`src/rtl/esc_dec_pkg.sv`:
```
// Shared types for the in-band end-of-packet escape decoder.
package esc_dec_pkg;
    // Decoder position within an escape sequence.
    typedef enum logic [1:0] {
        ST_PASS = 2'd0,   // plain data flows through
        ST_CTRL = 2'd1,   // escape taken, control word expected
        ST_LOAD = 2'd2    // control taken, payload word expected
    } dec_state_e;
endpackage

```
`src/rtl/esc_dec_fsm.sv`:
```
// Sequence tracker: recognises escape and control words, drives both
// handshakes, and latches the last flag and received checksum.
// Assumes the upstream keeps a word stable while it waits for in_ready.
module esc_dec_fsm
    import esc_dec_pkg::*;
#(
    parameter int              DATA_W   = 64,
    parameter logic [DATA_W-1:0] ESC_WORD = 64'hDEADBEEFFEEDCAFE,
    localparam int             HALF_W   = DATA_W / 2
) (
    input  logic              clk,
    input  logic              rst_n,
    input  logic              clr,
    input  logic [DATA_W-1:0] in_data,
    input  logic              in_valid,
    output logic              in_ready,
    output logic              out_valid,
    input  logic              out_ready,
    output logic              fwd,
    output logic              fwd_last,
    output logic [HALF_W-1:0] rx_sum,
    output dec_state_e        state
);
    dec_state_e        nxt;
    logic              is_esc;
    logic              last_q;
    logic [HALF_W-1:0] rx_sum_q;

    assign is_esc = (in_data == ESC_WORD);

    // Handshake decode per state.
    always_comb begin
        in_ready  = out_ready;
        out_valid = 1'b0;
        nxt       = state;
        unique case (state)
            ST_CTRL: begin
                in_ready = 1'b1;
                if (in_valid) nxt = ST_LOAD;
            end
            ST_LOAD: begin
                out_valid = in_valid;
                if (in_valid && out_ready) nxt = ST_PASS;
            end
            default: begin
                out_valid = in_valid && !is_esc;
                in_ready  = is_esc ? 1'b1 : out_ready;
                if (in_valid && is_esc) nxt = ST_CTRL;
            end
        endcase
    end

    assign fwd      = out_valid && out_ready;
    assign fwd_last = (state == ST_LOAD) && last_q;
    assign rx_sum   = rx_sum_q;

    // State register with reset and clear to pass-through.
    always_ff @(posedge clk) begin
        if (!rst_n || clr) state <= ST_PASS;
        else               state <= nxt;
    end

    // Capture the control word fields as the control word is taken.
    always_ff @(posedge clk) begin
        if (!rst_n || clr) begin
            last_q   <= 1'b0;
            rx_sum_q <= '0;
        end else if (state == ST_CTRL && in_valid) begin
            last_q   <= in_data[0];
            rx_sum_q <= in_data[DATA_W-1:HALF_W];
        end
    end
endmodule

```
`src/rtl/esc_dec_csum.sv`:
```
// Running packet checksum: wrapping sum of both halves of each
// forwarded non-last word, zeroed after a last word, reset or clear.
module esc_dec_csum #(
    parameter int HALF_W = 32,
    localparam int DATA_W = 2 * HALF_W
) (
    input  logic              clk,
    input  logic              rst_n,
    input  logic              clr,
    input  logic              beat,
    input  logic              beat_last,
    input  logic [DATA_W-1:0] word,
    input  logic [HALF_W-1:0] rx_sum,
    output logic              mismatch
);
    logic [HALF_W-1:0] acc;

    // Accumulate payload halves; restart after each packet end.
    always_ff @(posedge clk) begin
        if (!rst_n || clr)          acc <= '0;
        else if (beat && beat_last) acc <= '0;
        else if (beat)              acc <= acc + word[HALF_W-1:0] + word[DATA_W-1:HALF_W];
    end

    assign mismatch = (rx_sum != acc);
endmodule

```
`src/rtl/esc_tlast_decoder.sv`:
```
// Top of the in-band end-of-packet escape decoder. Ties the sequence
// tracker to the checksum unit; data passes combinationally.
// Assumes well-formed escape sequences on the input.
module esc_tlast_decoder
    import esc_dec_pkg::*;
#(
    parameter int              DATA_W   = 64,
    parameter logic [DATA_W-1:0] ESC_WORD = 64'hDEADBEEFFEEDCAFE
) (
    input  logic              clk,
    input  logic              rst_n,
    input  logic              clr,
    input  logic [DATA_W-1:0] in_data,
    input  logic              in_valid,
    output logic              in_ready,
    output logic [DATA_W-1:0] out_data,
    output logic              out_last,
    output logic              out_valid,
    input  logic              out_ready,
    output logic              out_sum_err
);
    localparam int HALF_W = DATA_W / 2;

    dec_state_e        cur_state;
    logic              fwd;
    logic              fwd_last;
    logic              mismatch;
    logic [HALF_W-1:0] rx_sum;

    esc_dec_fsm #(.DATA_W(DATA_W), .ESC_WORD(ESC_WORD)) u_fsm (
        .clk(clk), .rst_n(rst_n), .clr(clr),
        .in_data(in_data), .in_valid(in_valid), .in_ready(in_ready),
        .out_valid(out_valid), .out_ready(out_ready),
        .fwd(fwd), .fwd_last(fwd_last), .rx_sum(rx_sum), .state(cur_state)
    );

    esc_dec_csum #(.HALF_W(HALF_W)) u_csum (
        .clk(clk), .rst_n(rst_n), .clr(clr),
        .beat(fwd), .beat_last(fwd_last), .word(in_data),
        .rx_sum(rx_sum), .mismatch(mismatch)
    );

    assign out_data    = in_data;
    assign out_last    = fwd_last;
    assign out_sum_err = out_valid && fwd_last && mismatch;
endmodule

```
`config.mk`:
```
export PLATFORM = sky130hd
export DESIGN_NAME = esc_tlast_decoder
export DESIGN_NICKNAME = d
export VERILOG_FILES = /design/src/rtl/esc_dec_pkg.sv /design/src/rtl/esc_dec_fsm.sv /design/src/rtl/esc_dec_csum.sv /design/src/rtl/esc_tlast_decoder.sv
export SDC_FILE = /design/constraint.sdc
export NUM_CORES = 1
export LEC_CHECK = 0
export BUFFER_PORTS_ARGS = -buffer_cell sky130_fd_sc_hd__clkbuf_2
export CORE_MARGIN = 3
export CORE_UTILIZATION = 50
export DETAILED_ROUTE_END_ITERATION = 10
export GPL_TIMING_DRIVEN = 0
export HOLD_SLACK_MARGIN = 0.05
export PLACE_DENSITY_LB_ADDON = 0.25
export SLEW_MARGIN = 15
export SYNTH_ARGS = -nofsm -noshare
export SYNTH_HDL_FRONTEND = slang
export SYNTH_SLANG_ARGS = --single-unit
```
`constraint.sdc`:
```
create_clock -name clk -period 3.7 [get_ports clk]
set_clock_uncertainty 0.05 [all_clocks]
set_input_delay 0.555 -clock clk [delete_from_list [all_inputs] [get_ports clk]]
set_output_delay 0.555 -clock clk [all_outputs]
set_load 0.01 [all_outputs]
```
======== After elaboration in Yosys (flattened, before gate mapping) ========
Cells that the tools add are included.
word-level totals
  flip-flop bits (word level) ............. 67
  output and inout port bits .............. 68
  logic and storage cells ................. 34
operators by class
  $add $sub $neg .......................... 2
  equal/unequal tests ..................... 6
  muxes and demuxes ....................... 7
  reductions and logical operators ........ 15
operators with widths
  operator              number
  $add 32x32->32        2
  $eq 64x64->1 const B  1
  $ne 32x32->1          1
  $logic_and 1x1->1     9
  $mux 2                3
  $pmux 1 s2            2
  $pmux 2 s2            1
  $reduce_and 3->1      1
  $reduce_bool 3->1     1
  $eq 2x1->1 const B    1
  $eq 2x2->1 const B    1
  $logic_not 1->1       2
  $ne 2x1->1 const B    1
  $ne 2x2->1 const B    1
  $reduce_or 2->1       1
  $logic_or 1x1->1      1
  $mux 1                1

======== Depth between registers and ports, before layout ========
Gate-level depths: netlist of the first run.
  depth after elaboration ................. 7
  mapped depth ............................ 13

======== Modules after synthesis ========
A second synthesis of the first run with hierarchy kept.
second synthesis, totals
  cells, all modules ...................... 700
  area total of the unflattened synthesis .. 5841.9 um2
by module, submodules not included
  module             instances  cells each  area an instance (um2)  sequential area each (um2)
  esc_dec_csum       1          443         3857.4                  640.6
  esc_dec_fsm        1          192         1497.7                  700.7
  esc_tlast_decoder  1          65          486.7                   0.0

======== Worst setup path before layout of the first run ========
Ideal clock, no wire load.
  kind .................................... in2reg
  start point ............................. input in_data[1]
  end point ............................... register u_csum.acc[31]
  library setup time ...................... 0.060 ns
  arrival time ............................ 3.533 ns
  required time ........................... 3.590 ns
  slack ................................... 0.057 ns
  stages on the path ...................... 11
  path buffers ............................ 0
  cell sequence ........................... fa_1 ha_1 fa_1 a211oi_2 o21ai_0 nand3_1 or4b_4 a211oi_2 nor3_1 or4b_1 nand2_1
on the way
  word-level cells in the longest chain between the ends .. 7
  elaborated cells on any way between the ends .. 9
ends and longest elaborated chain
  element                                                 line                     source
  start: declaration                                      esc_tlast_decoder.sv:13  input logic [DATA_W-1:0] in_data,
  branches (longest 7 deep; another with $add 32x32->32)  n/a
  end signal: assignment                                  esc_dec_csum.sv:22       else if (beat) acc <= acc + word[HALF_W-1:0] + word[DATA_W-1:HALF_W];
  end: declaration                                        esc_dec_csum.sv:16       logic [HALF_W-1:0] acc;
Several ways; the timed one is not identified.
A chain may end at the register's enable or synchronous reset.

======== Worst setup path in the final report of the first run ========
Same ends and word-level chain as after synthesis.

==> impl_metrics.env, run 1 <==
export IMPL_slowest_stage="or4b_4"
export IMPL_chipHeight_microns=112
export IMPL_area_delta_synth_final_pct=22.0
export IMPL_netlist_instances=693
export IMPL_worst_path_buf_inv=1
export IMPL_dpl_cell_count=969
export IMPL_pre_cts_ws_ns=-0.424
export IMPL_fp_dieW_microns=112
export IMPL_p_leak_nw=3.19
export IMPL_synth_xor_area_share=0.0759
export IMPL_power_density_nw_per_um2=390
export IMPL_finalCritPeriodShare=0.980
export IMPL_cts_buffer_depth=2
export IMPL_totalWireLength_microns=17800
export IMPL_r2r_end="u_csum.acc[31]"
export IMPL_synthMuxAreaShare=0
export IMPL_layout_commonest_cell="clkbuf_2"
export IMPL_synth_top_flop_cell="dfxtp_1"
export IMPL_crit_chain="clkbuf_2 -> fa_1 -> ha_1 -> fa_2 -> a211oi_4 -> o21ai_2 -> nand3_1 -> or4b_4 -> a211oi_4 -> nor3_1 -> or4b_1 -> nand2_1"
export IMPL_final_cell_mix="clkbuf_2, nand2_1, a21oi_1, dfxtp_1, buf_4"
export IMPL_post_route_util=0.631
export IMPL_critPathArrivalTime_ns=3.85
export IMPL_clk_latency_ns=0.34
export IMPL_synth_edf_count=0
export IMPL_stdcell_area_sq_um=6900
export IMPL_grt_pass1_wl_microns=28400
export IMPL_netlist_area_sq_um=5650
export IMPL_place_area_sq_um=6520
export IMPL_core_area_sq_um=10900
export IMPL_synth_simple_gate_area_frac=0.214
export IMPL_async_reset_ff_frac=0
export IMPL_vdd_ir_drop_max_uv=232
export IMPL_synth_cell_types=54
export IMPL_timing_fmax_mhz=276
export IMPL_antenna_found_initial=0
export IMPL_rsz0062_at_grt="true"
export IMPL_syn_num_nets=826
export IMPL_dp_hpwl_microns=14100
export IMPL_cp_end_kind="flip-flop"
export IMPL_start_util=0.517
export IMPL_timing_critical_path_mode_cell="a211oi_4"
export IMPL_ff2ff_setup_slack_ns=0.10
export IMPL_vias_per_cell=5.81
export IMPL_swShare=0.336
export IMPL_hold_viol_final=0
export IMPL_min_delay_path_depth=2
export IMPL_combPwrFrac=0.339
export IMPL_worst_pin_slew_ns=0.798
export IMPL_finalCriticalPeriod_ns=3.63
export IMPL_finalNonFillerCells=985
export IMPL_cts_root_buf="clkbuf_16"
export IMPL_slew_violations=0
export IMPL_ant_nets=0
export IMPL_cpPeakStageDelay_ns=0.53
export IMPL_worstHoldStart="u_fsm.last_q"
export IMPL_ys_ff_latch=67
export IMPL_r2r_start="u_csum.acc[1]"
export IMPL_cp_max_fo=4
export IMPL_gr_usage_all_layers=0.283
export IMPL_synth_compound_area_frac=0.181
export IMPL_fp_dieArea_sq_um=12600
export IMPL_cts_buffers=9
export IMPL_yosysWarnings=0
export IMPL_cpLargestDelayFamily="simple AND/OR/NAND/NOR gates"
export IMPL_synth_top_family_by_area="simple AND/OR/NAND/NOR gates"
export IMPL_drive_above_1_share=0.272
export IMPL_ioPinCount=137
export IMPL_tns_ns=0
export IMPL_grt_pass1_vias=5557
export IMPL_drv_cap=0
export IMPL_wire_per_inst_microns=18.1
export IMPL_grt_max_degree=14
export IMPL_net_switching_power_mw=0.905
export IMPL_setup_violations=0
export IMPL_fin_ws_ns=0.0731
export IMPL_fin_hold_ws_ns=0.407
export IMPL_fin_nets=973
export IMPL_antenna_cells=0
export IMPL_synth_fa_ha_area_frac=0.184
export IMPL_hold_path_class="reg -> reg"
export IMPL_required_ns=3.93
export IMPL_h_tree_depth=3
export IMPL_critPathKind="in -> reg"
export IMPL_reg2reg_depth=11
export IMPL_internal_power_mw=1.79
export IMPL_syn_mean_instance_area_sq_um=8.16
export IMPL_clkPwrFrac=0.379
export IMPL_drtIter0Drc=453
export IMPL_port_buffers=136
export IMPL_gp_congestion=0.956
export IMPL_start_kind="primary input"
export IMPL_drc=0
export IMPL_seq_power_share=0.282
export IMPL_grt_overflow=0
export IMPL_firstDrtPassIters=5
export IMPL_std_cell_rows=38
export IMPL_cts_tree="done"
export IMPL_hold_end="u_fsm.last_q"
export IMPL_critical_path_depth=12
export IMPL_path_clk_slew_ns=0.06
export IMPL_via_count=5727
export IMPL_outcome="finished, final reports clean"
export IMPL_clock_sinks=67
export IMPL_ys_seq_area_frac=0.237
export IMPL_slew_headroom=0.465
export IMPL_p_total_mw=2.69
## worst reg2reg max path, delay by kind of cell, from the launching register on
| kind | cells | cell delay (ns) |
|---|---|---|
| AND/OR/NAND/NOR | 5 | 1.35 |
| adder cells (fa/ha/maj) | 3 | 1.07 |
| flip-flops | 1 | 0.37 |
| AO/OA/AOI/OAI | 3 | 0.71 |
## power groups by stage
stage               logic, mW  clock network [mW]  registers, mW
finish                  0.912                1.02          0.758
CTS                     0.894                1.02          0.758
detailed placement      0.879                   0          0.774
global placement        0.861                   0          0.773
global route             1.01                1.05          0.760
floorplan               0.609                   0          0.768
## sequential cells by signal, indices dropped and copies added (netlist names)
register,count
u_fsm.rx_sum,32
u_csum.acc,32
u_fsm.state,2
u_fsm.last_q,1
## layout make-up
cell class / count / area [sq um]
inverters: 11 / 41.3
fillers: 980 / 4040
clock buffers: 9 / 225
multi-input cells: 527 / 3740
well taps: 140 / 175
clock inverters: 7 / 125
plain buffers: 88 / 571
repair buffers: 136 / 681
flip-flops and latches: 67 / 1340
## cells in the mapped netlist (12+ instances only)
| cell | number | area (sq um) |
|---|---|---|
| buf_4 | 64 | 480 |
| dfxtp_1 | 67 | 1340 |
| xor2_1 | 40 | 350 |
| fa_1 | 32 | 641 |
| clkbuf_1 | 22 | 82.6 |
| nand2_1 | 122 | 458 |
| nor4_1 | 12 | 75.1 |
| ha_1 | 32 | 400 |
| nand4_1 | 14 | 87.6 |
| o21ai_0 | 22 | 110 |
| nor2_1 | 32 | 120 |
| a21oi_1 | 79 | 395 |
## metal layers
metal	track usage	share of wire
met2	0.475	0.47
met1	0.366	0.41
met4	0.0889	0.027
met5	0	0
met3	0.0582	0.094
## worst max-delay path by stage
stage                             start              to  slack [ns]
after detailed placement     in_data[1]  u_csum.acc[31]       -0.42
after CTS                 u_csum.acc[1]  u_csum.acc[31]       0.006
after global placement       in_data[1]  u_csum.acc[31]       -0.37
after global routing         in_data[1]  u_csum.acc[31]       -0.08
after floorplan              in_data[1]  u_csum.acc[31]        0.06
final                        in_data[1]  u_csum.acc[31]        0.07
## timing repair
item,in CTS,in global routing
setup buffers,0,0
hold buffers,0,0
pin swaps,1,1
gates resized for setup,2,7
setup endpoints to repair,1,9
## cell families after synthesis
kind of cell	count (synthesis)
AND/OR/NAND/NOR	248
adder cells (fa/ha/maj)	64
buffers and inverters	99
XOR/XNOR	49
flip-flops	67
AO/OA/AOI/OAI	166
(Power assumes the default switching activity.)
==> run 2, diff against run 1 <==
==> constraint.sdc (replaced) <==
create_clock -name clk -period 3.7 [get_ports clk]
set_clock_uncertainty 0.05 [all_clocks]
set_input_delay 0.74 -clock clk [delete_from_list [all_inputs] [get_ports clk]]
set_output_delay 0.74 -clock clk [all_outputs]
set_load 0.01 [all_outputs]
==> run 2 against run 1 <==
Compared with the run above: wire length fell by 1.3%; core utilization shrank 0.069 points; sequential cell count is the same; non-clock buffer count is 1 higher; final cell count rose by 0.10%; sequential power barely moved; combinational power rose by 2%; clock power fell by 22%; critical path type unchanged; largest cell class unchanged; highest routed layer unchanged.
==> impl_metrics.env, run 2 (synthesized netlist as in run 1, its figures left out) <==
export IMPL_ioPinCount=137
export IMPL_wire_per_inst_microns=17.9
export IMPL_grt_pass1_vias=5433
export IMPL_drc=0
export IMPL_worst_pin_slew_ns=0.858
export IMPL_hold_path_class="reg -> reg"
export IMPL_chipHeight_microns=112
export IMPL_slew_headroom=0.425
export IMPL_drive_above_1_share=0.285
export IMPL_drv_cap=0
export IMPL_post_route_util=0.630
export IMPL_rsz0062_at_grt="true"
export IMPL_cts_buffer_depth=2
export IMPL_cp_end_kind="flip-flop"
export IMPL_fp_dieArea_sq_um=12600
export IMPL_fin_ws_ns=0.0557
export IMPL_internal_power_mw=1.60
export IMPL_cp_max_fo=4
export IMPL_cts_buffers=9
export IMPL_power_density_nw_per_um2=361
export IMPL_std_cell_rows=38
export IMPL_pre_cts_ws_ns=-0.419
export IMPL_dp_hpwl_microns=14000
export IMPL_totalWireLength_microns=17600
export IMPL_core_area_sq_um=10900
export IMPL_outcome="finished, final reports clean"
export IMPL_grt_overflow=0
export IMPL_antenna_found_initial=0
export IMPL_tns_ns=0
export IMPL_cpPeakStageDelay_ns=0.53
export IMPL_finalNonFillerCells=986
export IMPL_reg2reg_depth=11
export IMPL_drtIter0Drc=454
export IMPL_cts_hold_buffers_added=0
export IMPL_grt_pass1_wl_microns=27700
export IMPL_start_kind="primary input"
export IMPL_swShare=0.359
export IMPL_clock_sinks=67
export IMPL_min_delay_path_depth=2
export IMPL_path_clk_slew_ns=0.06
export IMPL_h_tree_depth=3
export IMPL_antenna_cells=0
export IMPL_grt_max_degree=14
export IMPL_cts_root_buf="clkbuf_16"
export IMPL_ant_nets=0
export IMPL_hold_viol_final=0
export IMPL_p_total_mw=2.49
export IMPL_worst_path_buf_inv=1
export IMPL_start_util=0.517
export IMPL_slew_violations=0
export IMPL_net_switching_power_mw=0.894
export IMPL_gp_congestion=0.953
export IMPL_vdd_ir_drop_max_uv=215
export IMPL_firstDrtPassIters=5
export IMPL_finalCriticalPeriod_ns=3.64
export IMPL_setup_violations=0
export IMPL_finalCritPeriodShare=0.985
export IMPL_critical_path_depth=12
export IMPL_critPathArrivalTime_ns=3.87
export IMPL_combPwrFrac=0.374
export IMPL_layout_commonest_cell="clkbuf_2"
export IMPL_timing_fmax_mhz=274
export IMPL_cpLargestDelayFamily="simple AND/OR/NAND/NOR gates"
export IMPL_cts_tree="done"
export IMPL_vias_per_cell=5.76
export IMPL_place_area_sq_um=6520
export IMPL_clkPwrFrac=0.321
export IMPL_stdcell_area_sq_um=6890
export IMPL_required_ns=3.93
export IMPL_port_buffers=136
export IMPL_area_delta_synth_final_pct=21.8
export IMPL_seq_power_share=0.305
export IMPL_via_count=5678
export IMPL_fp_dieW_microns=112
export IMPL_timing_critical_path_mode_cell="a211oi_4"
export IMPL_p_leak_nw=3.17
export IMPL_clk_latency_ns=0.34
export IMPL_crit_chain="buf_8 -> fa_1 -> ha_4 -> fa_2 -> a211oi_4 -> o21ai_2 -> nand3_1 -> or4b_4 -> a211oi_4 -> nor3_2 -> or4b_1 -> nand2_1"
export IMPL_dpl_cell_count=969
export IMPL_fin_hold_ws_ns=0.402
export IMPL_fin_nets=974
export IMPL_critPathKind="in -> reg"
export IMPL_final_cell_mix="clkbuf_2, nand2_1, a21oi_1, buf_4, dfxtp_1"
export IMPL_gr_usage_all_layers=0.276
export IMPL_slowest_stage="or4b_4"
run 2: cell types whose count changed in the layout (fill, tap and decap cells not counted), moves of 3 or more:
cell / change
buf_4: +3
o21ai_1: +3
bufinv_16: -3
clkbuf_1: -3
o21ai_0: -3
run 2: final cells by class:
class                           count  area (sq um)
Clock buffer                        9           225
Multi-Input combinational cell    527          3770
Clock inverter                      7          52.6
Inverter                           11          41.3
Tap cell                          140           175
Sequential cell                    67          1340
Fill cell                         992          4050
Buffer                             86           566
Timing Repair Buffer              139           719
run 2: metal layers:
layer | share of wire | track usage | vias up
li1 | - | - | 2681
met1 | 0.41 | 0.363 | 2672
met2 | 0.47 | 0.451 | 279
met3 | 0.084 | 0.0668 | 46
met4 | 0.030 | 0.0865 | 0
met5 | 0 | 0 | -
run 2: repair_timing:
action,in CTS,in global routing
setup buffers,1,2
setup endpoints to repair,4,28
pin swaps,1,9
gates resized for setup,4,24
run 2: path summary, 6_finish.rpt:
| check | from | end | slack (ns) |
|---|---|---|---|
| setup / recovery | in_data[33] | u_csum.acc[31] | 0.06 |
| hold / removal | u_fsm.last_q | u_fsm.last_q | 0.40 |
| setup reg to reg | u_csum.acc[1] | u_csum.acc[31] | 0.22 |
| hold reg to reg | u_fsm.last_q | u_fsm.last_q | 0.40 |
run 2: power by group through the flow:
stage / Sequential, mW / Clock, mW / Combinational (mW)
floorplan: 0.768 / 0 / 0.610
global placement: 0.773 / 0 / 0.860
detailed placement: 0.774 / 0 / 0.875
CTS: 0.758 / 0.800 / 0.898
global route: 0.760 / 0.838 / 1.03
finish: 0.758 / 0.799 / 0.932
run 2: worst reg2reg max path, cell delays in order (launching register included):
cell,delay (ns)
dfxtp_1,0.38
fa_1,0.47
ha_4,0.19
fa_2,0.39
a211oi_4,0.25
o21ai_2,0.12
nand3_1,0.11
or4b_4,0.53
a211oi_4,0.31
nor3_2,0.07
or4b_1,0.47
nand2_1,0.08
==> run 3, diff against run 2 <==
- MAX_ROUTING_LAYER: unset -> met4
==> run 3 against run 2 <==
Compared with the run above: register-to-register slack improved by 0.03 ns; sequential share of layout area barely moved; combinational power barely moved; critical path type unchanged; worst hold slack improved by 0.0057 ns; power barely moved; global-route usage rose by 1.0 points; final cell count did not move; wire length barely moved; critical endpoint unchanged.
==> impl_metrics.env, run 3 (synthesized netlist as in run 1, its figures left out) <==
export IMPL_outcome="finished, final reports clean"
export IMPL_cp_max_fo=4
export IMPL_hold_viol_final=0
export IMPL_drtIter0Drc=420
export IMPL_grt_overflow=0
export IMPL_ff2ff_setup_slack_ns=0.25
export IMPL_crit_chain="clkbuf_8 -> fa_1 -> ha_2 -> fa_2 -> a211oi_4 -> o21ai_2 -> nand3_1 -> or4b_4 -> a211oi_4 -> nor3_2 -> or4b_1 -> nand2_1"
export IMPL_layout_commonest_cell="clkbuf_2"
export IMPL_cts_buffers=9
export IMPL_cpPeakStageDelay_ns=0.53
export IMPL_slew_headroom=0.428
export IMPL_vias_per_cell=5.74
export IMPL_firstDrtPassIters=5
export IMPL_core_area_sq_um=10900
export IMPL_ant_nets=0
export IMPL_stdcell_area_sq_um=6870
export IMPL_critPathLaunch="in_data[33]"
export IMPL_dpl_cell_count=969
export IMPL_gr_usage_all_layers=0.286
export IMPL_post_route_util=0.628
export IMPL_reg2reg_depth=11
export IMPL_clock_sinks=67
export IMPL_crit_end="u_csum.acc[31]"
export IMPL_grt_pass1_vias=5546
export IMPL_dp_hpwl_microns=13900
export IMPL_min_delay_path_depth=2
export IMPL_cp_end_kind="flip-flop"
export IMPL_chipHeight_microns=112
export IMPL_clk_latency_ns=0.34
export IMPL_r2r_start="u_csum.acc[1]"
export IMPL_wl_met3_microns=1620
export IMPL_drv_cap=0
export IMPL_cts_buffer_depth=2
export IMPL_antenna_cells=0
export IMPL_std_cell_rows=38
export IMPL_grt_pass1_wl_microns=28000
export IMPL_hold_path_class="reg -> reg"
export IMPL_path_clk_slew_ns=0.06
export IMPL_h_tree_depth=3
export IMPL_finalNonFillerCells=986
export IMPL_pre_cts_ws_ns=-0.483
export IMPL_timing_critical_path_mode_cell="a211oi_4"
export IMPL_fin_nets=974
export IMPL_final_cell_mix="clkbuf_2, nand2_1, a21oi_1, buf_4, dfxtp_1"
export IMPL_start_kind="primary input"
export IMPL_drive_above_1_share=0.283
export IMPL_tns_ns=0
export IMPL_r2r_end="u_csum.acc[31]"
export IMPL_worst_pin_slew_ns=0.853
export IMPL_drc=0
export IMPL_setup_violations=0
export IMPL_fin_ws_ns=0.0779
export IMPL_cts_tree="done"
export IMPL_fp_dieArea_sq_um=12600
export IMPL_wl_met1_microns=7180
export IMPL_via_count=5662
export IMPL_p_total_mw=2.49
export IMPL_timing_fmax_mhz=276
export IMPL_gp_congestion=1.02
export IMPL_fp_dieW_microns=112
export IMPL_totalWireLength_microns=17600
export IMPL_fillers=981
export IMPL_port_buffers=136
export IMPL_required_ns=3.94
export IMPL_finalCritPeriodShare=0.979
export IMPL_wire_per_inst_microns=17.9
export IMPL_cts_root_buf="clkbuf_16"
export IMPL_critPathArrivalTime_ns=3.86
export IMPL_area_delta_synth_final_pct=21.5
export IMPL_critPathKind="in -> reg"
export IMPL_highest_signal_layer="met4"
export IMPL_wl_met2_microns=8210
export IMPL_place_area_sq_um=6520
export IMPL_start_util=0.517
export IMPL_rsz0062_at_grt="true"
export IMPL_power_density_nw_per_um2=363
export IMPL_finalCriticalPeriod_ns=3.62
export IMPL_grt_max_degree=14
export IMPL_cts_hold_buffers_added=0
export IMPL_slowest_stage="or4b_4"
export IMPL_p_leak_nw=3.17
export IMPL_ioPinCount=137
export IMPL_vdd_ir_drop_max_uv=214
export IMPL_fin_hold_ws_ns=0.408
export IMPL_slew_violations=0
export IMPL_antenna_found_initial=0
==> run 3: changes by cell type in the layout (fill, tap and decap cells not counted), moves of 2 or more <==
cell,previous run,this run
nor2_2,3,1
o21ai_1,4,1
o21ai_0,18,21
nor2_1,29,31
==> run 3: layout make-up <==
cell class	count	area [sq um]	area share
flip-flops and latches	67	1340	0.195
clock inverters	7	52.6	0.00765
multi-input cells	527	3760	0.547
repair buffers	140	719	0.105
plain buffers	85	561	0.0816
inverters	11	41.3	0.00601
clock buffers	9	225	0.0328
well taps	140	175	0.0255
==> run 3: worst min-delay path by stage <==
stage,from,endpoint,slack (ns)
after global placement,u_fsm.last_q,u_fsm.last_q,0.40
after floorplan,u_fsm.last_q,u_fsm.last_q,0.38
after global routing,u_fsm.rx_sum[11],u_fsm.rx_sum[11],0.43
final,u_fsm.last_q,u_fsm.last_q,0.41
after CTS,u_fsm.last_q,u_fsm.last_q,0.41
after detailed placement,u_fsm.last_q,u_fsm.last_q,0.40
==> run 3: routing by layer <==
layer / up-vias / GRT usage
li1: 2676 / -
met3: 48 / 0.0388
met5: - / -
met2: 307 / 0.458
met1: 2631 / 0.372
met4: 0 / 0.106
==> run 3: what timing repair did <==
action,in CTS,in global routing
hold endpoints to repair,0,0
setup buffers,4,0
gates resized for setup,7,6
pin swaps,9,3
endpoints found under the setup margin,2,16
==> run 3: power breakdown <==
part	leakage [nW]	switching [mW]	internal [mW]
clock	0.136	0.342	0.456
sequential	0.541	0.0201	0.738
combinational	2.50	0.535	0.401
==> run 3: critical path: cells and delay by family <==
kind	cells	cell delay, ns
fa+ha+maj	3	1.07
simple gates	5	1.29
buf+inv	1	0.12
compound gates	3	0.64
